===== config.mk =====
export PLATFORM = sky130hd
export DESIGN_NAME = branch_pc_unit
export DESIGN_NICKNAME = d
export VERILOG_FILES = /design/src/rtl/bpu_pkg.sv /design/src/rtl/bpu_flags.sv /design/src/rtl/bpu_cond.sv /design/src/rtl/bpu_target.sv /design/src/rtl/branch_pc_unit.sv
export SDC_FILE = /design/constraint.sdc
export NUM_CORES = 1
export LEC_CHECK = 0
export BUFFER_PORTS_ARGS = -buffer_cell sky130_fd_sc_hd__buf_2
export CAP_MARGIN = 20
export CORE_MARGIN = 2
export CORE_UTILIZATION = 50
export DETAILED_ROUTE_END_ITERATION = 8
export PLACE_DENSITY = 0.8
export SLEW_MARGIN = 25
export SYNTH_ARGS = -nofsm -noshare
export SYNTH_HDL_FRONTEND = slang
export SYNTH_SLANG_ARGS = --single-unit

===== constraint.sdc =====
create_clock -name clk -period 4.14 [get_ports clk]
set_input_delay 0.621 -clock clk [delete_from_list [all_inputs] [get_ports clk]]
set_output_delay 0.621 -clock clk [all_outputs]
set_load 0.05 [all_outputs]

===== src/rtl/bpu_pkg.sv =====
// Package: shared widths and branch condition encodings for the PC unit.
// Assumes a 5-bit branch opcode whose two top bits are 2'b11.
package bpu_pkg;
    localparam int XLEN  = 16;
    localparam int OFF_W = 11;
    localparam int OPC_W = 5;

    // Low three bits of a branch opcode select the condition.
    typedef enum logic [2:0] {
        COND_ALWAYS = 3'b000,
        COND_EQ     = 3'b001,
        COND_NE     = 3'b010,
        COND_LT     = 3'b011,
        COND_LE     = 3'b100,
        COND_GT     = 3'b101,
        COND_GE     = 3'b110,
        COND_NEVER  = 3'b111
    } cond_e;
endpackage


===== src/rtl/bpu_flags.sv =====
// Module: condition flag register.
// Holds zero and negative bits; loads them from a result word when the
// write strobe is high. Assumes synchronous active-low reset.
module bpu_flags #(
    parameter int W = bpu_pkg::XLEN
) (
    input  logic         clk,
    input  logic         rst_n,
    input  logic         we_i,
    input  logic [W-1:0] res_i,
    output logic         z_o,
    output logic         n_o
);
    logic z_q;
    logic n_q;

    // Capture the flags from the result on a write, clear them on reset.
    always_ff @(posedge clk) begin
        if (!rst_n) begin
            z_q <= 1'b0;
            n_q <= 1'b0;
        end else if (we_i) begin
            z_q <= (res_i == '0);
            n_q <= res_i[W-1];
        end
    end

    assign z_o = z_q;
    assign n_o = n_q;


    flag_z_load_chk: assert property (@(posedge clk) disable iff (!rst_n)
        we_i |=> (z_o == ($past(res_i) == '0)));

    flag_n_load_chk: assert property (@(posedge clk) disable iff (!rst_n)
        we_i |=> (n_o == $past(res_i[W-1])));

    flag_hold_chk: assert property (@(posedge clk) disable iff (!rst_n)
        !we_i |=> ($stable(z_o) && $stable(n_o)));
endmodule


===== src/rtl/bpu_cond.sv =====
// Module: branch condition evaluator (combinational).
// Decides whether the instruction is a branch and whether it is taken,
// from the opcode field and the current flags. Assumes branch opcodes
// carry 2'b11 in their two top bits.
module bpu_cond #(
    parameter int OW = bpu_pkg::OPC_W
) (
    input  logic [OW-1:0] opc_i,
    input  logic          z_i,
    input  logic          n_i,
    output logic          taken_o
);
    import bpu_pkg::*;

    logic   is_branch;
    cond_e  cond;
    logic   cond_ok;

    assign is_branch = (opc_i[OW-1 -: 2] == 2'b11);
    assign cond      = cond_e'(opc_i[2:0]);

    // Map the condition selector onto the flag test.
    always_comb begin
        unique case (cond)
            COND_ALWAYS: cond_ok = 1'b1;
            COND_EQ:     cond_ok = z_i;
            COND_NE:     cond_ok = !z_i;
            COND_LT:     cond_ok = n_i;
            COND_LE:     cond_ok = n_i | z_i;
            COND_GT:     cond_ok = !n_i & !z_i;
            COND_GE:     cond_ok = !n_i;
            default:     cond_ok = 1'b0;
        endcase
    end

    assign taken_o = is_branch & cond_ok;

    // Guard: non-branches and the reserved code are never taken.
    always_comb begin

        never_code_chk: assert (!(is_branch && opc_i[2:0] == 3'b111) || !taken_o);

        non_branch_chk: assert (is_branch || !taken_o);
    end
endmodule


===== src/rtl/bpu_target.sv =====
// Module: next-address adders.
// Produces the sequential address (PC + 2) and the branch target
// (PC + sign-extended offset * 2). Both wrap modulo 2^W.
module bpu_target #(
    parameter int W  = bpu_pkg::XLEN,
    parameter int OW = bpu_pkg::OFF_W
) (
    input  logic [W-1:0]  pc_i,
    input  logic [OW-1:0] off_i,
    output logic [W-1:0]  seq_o,
    output logic [W-1:0]  tgt_o
);
    localparam int EXT_W = W - OW - 1;

    logic [W-1:0] disp;

    // Sign-extend the offset and scale it by two (word-aligned targets).
    generate
        if (EXT_W > 0) begin : g_ext
            assign disp = {{EXT_W{off_i[OW-1]}}, off_i, 1'b0};
        end else begin : g_trunc
            assign disp = {off_i[W-2:0], 1'b0};
        end
    endgenerate

    assign seq_o = pc_i + W'(2);
    assign tgt_o = pc_i + disp;
endmodule


===== src/rtl/branch_pc_unit.sv =====
// Module: top of the conditional branch / program counter unit.
// Holds the PC, chooses between the sequential and branch addresses on
// each advance strobe, and keeps the condition flags. The branch uses
// the flags held before the edge. Synchronous active-low reset.
module branch_pc_unit #(
    parameter int              W        = bpu_pkg::XLEN,
    parameter logic [15:0]     RESET_PC = 16'h0000
) (
    input  logic         clk,
    input  logic         rst_n,
    input  logic [W-1:0] instr_i,
    input  logic         flag_we_i,
    input  logic [W-1:0] alu_res_i,
    input  logic         step_i,
    output logic [W-1:0] pc_o
);
    import bpu_pkg::*;

    logic [W-1:0] pc_q;
    logic [W-1:0] seq_pc;
    logic [W-1:0] tgt_pc;
    logic         z_flag;
    logic         n_flag;
    logic         taken;

    bpu_flags #(.W(W)) u_flags (
        .clk   (clk),
        .rst_n (rst_n),
        .we_i  (flag_we_i),
        .res_i (alu_res_i),
        .z_o   (z_flag),
        .n_o   (n_flag)
    );

    bpu_cond #(.OW(OPC_W)) u_cond (
        .opc_i   (instr_i[W-1 -: OPC_W]),
        .z_i     (z_flag),
        .n_i     (n_flag),
        .taken_o (taken)
    );

    bpu_target #(.W(W), .OW(OFF_W)) u_target (
        .pc_i  (pc_q),
        .off_i (instr_i[OFF_W-1:0]),
        .seq_o (seq_pc),
        .tgt_o (tgt_pc)
    );

    // Advance the PC on a step: branch target if taken, else next word.
    always_ff @(posedge clk) begin
        if (!rst_n) begin
            pc_q <= W'(RESET_PC);
        end else if (step_i) begin
            pc_q <= taken ? tgt_pc : seq_pc;
        end
    end

    assign pc_o = pc_q;


    pc_hold_chk: assert property (@(posedge clk) disable iff (!rst_n)
        !step_i |=> $stable(pc_o));

    pc_seq_chk: assert property (@(posedge clk) disable iff (!rst_n)
        (step_i && instr_i[W-1 -: 2] != 2'b11) |=> (pc_o == $past(pc_o) + W'(2)));

    pc_bra_chk: assert property (@(posedge clk) disable iff (!rst_n)
        (step_i && instr_i[W-1 -: OPC_W] == 5'b11000)
        |=> (pc_o == $past(pc_o) + W'({{(W-OFF_W){$past(instr_i[OFF_W-1])}},
                                        $past(instr_i[OFF_W-1:0])} << 1)));

    pc_even_chk: assert property (@(posedge clk) disable iff (!rst_n)
        pc_o[0] == RESET_PC[0]);
endmodule


==> impl_metrics.ini <==
[synth]
ys_async_sr_fraction_pct = 0
ys_top_cells_by_area = dfxtp_1 23%, ha_1 12%, mux2i_1 7.3%, nor2b_1 4.6%, a21o_1 4.0%
synth_edf_count = 0
synthCells = 185
yosysSeqAreaShare_pct = 22.6
synth.ff_latch_count = 17
yosysWarnings = 0
syn_nets = 236
synth.distinct_cells = 46
syn_avg_cell_area_um2 = 8.16
synth_top_area_share_pct = 22.6
synth_top_cell_by_area = dfxtp_1
synth_top_flop_cell = dfxtp_1
synth_area_mm2 = 0.00151

[placement]
dpl_cell_area_mm2 = 0.00177
io_buffers = 50
dp_hpwl_mm = 2.69
routabilityCongestion = 0.849

[timing]
fin_crit_sh_pct = 90.5
skew_ps = 9.08
clock.fmax_mhz = 267
finalSetupViolations = 0
finalMaxSlewViolations = 0
max_slew_margin_pct = 34.2
layout_min_cycle_time_ps = 3750
setup_tns_ps = 0
rsz0062_at_grt = false
worstMarginPinSlew_ps = 979
finalHoldViolCount = 0

[finish]
drive_above_1_share_pct = 23.9
most-common-layout-cells = 50 x buf_2, 17 x dfxtp_1, 15 x nand2_1
finalNetCount = 286
fin_util_pct = 64.1
area_growth_pct = 19.2
postLayoutCellArea_mm2 = 0.00180
diodes = 0
final_common_cell = buf_2

[cts]
holdBufCountCts = 0
post-cts-setup-buffers = 0
clk_latency_ps = 310
cts_tree = done
clockBufferDepth = 2
htreeDepth = 1
ctsResizeCount = 0
clk_pin_slew_ps = 120
cts.sinks = 17
cts_root_buf = clkbuf_4
cts_made_buffers = 3

[routing]
wl_met1_mm = 1.66
first_pass_iters = 6
route.met2.wl_mm = 1.66
routed_wl_mm = 3.49
vias = 1506
viasPerCell = 5.68
wl_met3_um = 151
routed.top_layer = met4
wl_per_cell_um = 13.2
drc = 2
ant_nets = 0
drt_iter0_markers = 49

[global_route]
grt_pass1_wl_mm = 5.58
grt_usage_pct = 20.5
globalRouteOverflowTotal = 0
first_global_vias = 1288
antenna_found_initial = 0
grt_max_degree = 19

[run]
max_cap_viol_count = 0

[min_path]
hp-start = pc_o[15]
holdPathStages = 2
hold_path_end = pc_o[15]
hp-class = reg2reg

[critical_path]
endpoint_kind = register
r2r_slack_ps = 450
path_class = in2reg
reg2reg_to = pc_o[13]
r2r_start = u_flags.n_o
reg2regPathDepth = 11
worstPathRequired_ps = 4350
startpoint_type = primary input
path_max_fanout = 10
worstPathArrival_ps = 3960

[die]
dieHeight_um = 58.9
start_util_pct = 53.8
die_area_mm2 = 0.00347
io_pins = 52
rows = 19
die_x_um = 58.9
core_mm2 = 0.00281

[outcome]
failed_checks = DRC
status = finished with violations

[power_and_ir_drop]
p_per_area_mw_per_mm2 = 223
power_leakage_uw = 0.000910
vdd_drop_max_uv = 151
[layer usage]
metal,vias to the layer above,track usage (%)
met4,0,3.57
li1,771,-
met1,695,27.2
met2,36,34.4
met3,4,4.40
met5,-,0
[kinds of logic (layout without fill, tap and decap cells)]
family	after synthesis	count (layout)	share of synthesized area, %
compound gates	49	49	23.3
simple gates	71	71	25.7
flops	17	17	22.6
other cells	1	1	0.249
fa+ha+maj	15	15	12.9
xor+xnor	7	7	4.06
buf+inv	14	63	3.90
mux	11	11	7.30
[worst max-delay path, cell delays in order]
cell and delay, ps:
buf_2 130, nor2b_1 140, a211oi_2 190, a211oi_1 110, nor3_1 770, nand2_1 220
fa_1 480, nor2b_1 180, o2111ai_1 170, a21boi_1 340, nor2_1 100, o2111a_1 250
a221o_1 260
[per-stage QoR]
stage	hold slack (ps)	setup slack (ps)	instances	total power, µW
global route	522	105	265	423
detailed placement	466	86.5	261	304
global placement	449	204	261	302
CTS	480	386	265	401
floorplan	518	863	185	269
finish	475	394	265	401
[layout make-up]
class	count	area (µm²)
sequential	17	340
timing repair buffer	50	250
fill	269	1010
tap	31	38.8
multi-input combinational	154	1110
clock buffer	4	26.3
inverter	9	33.8
[where the power goes]
part	internal (µW)	switching [µW]
sequential	171	6.62
clock	37.6	62.4
combinational	47.9	74.7
[sequential cells by signal, indices dropped and copies added, names as in the netlist]
signal / cells
pc_o: 15
u_flags.n_o: 1
u_flags.z_o: 1
[how the worst max path moves through the flow]
stage                 from        to  slack, ps  cells after the start
3_3_place_gp   instr_i[11]  pc_o[13]        200                     13
6_report       instr_i[11]  pc_o[13]        390                     13
4_1_cts        instr_i[11]  pc_o[13]        390                     13
5_1_grt        instr_i[11]  pc_o[15]        110                     15
2_1_floorplan  instr_i[11]  pc_o[13]        860                     13
3_5_place_dp   instr_i[11]  pc_o[13]         90                     13
[synth_stat cells (3+ instances only)]
library cell and count:
a211oi_1 3, nor2_1 9, xor2_1 3, nand2b_1 3, xnor2_1 4, and2_1 9
ha_1 14, mux2i_1 11, a21o_1 8, nor3_1 5, inv_1 9, dfxtp_1 17
o21a_1 3, a21oi_1 10, nand2_1 15, o21ai_0 8, nand3_1 3, nand4_1 5
nor4_1 4, nor2b_1 11
No activity file was read; power rests on OpenSTA's default activity.
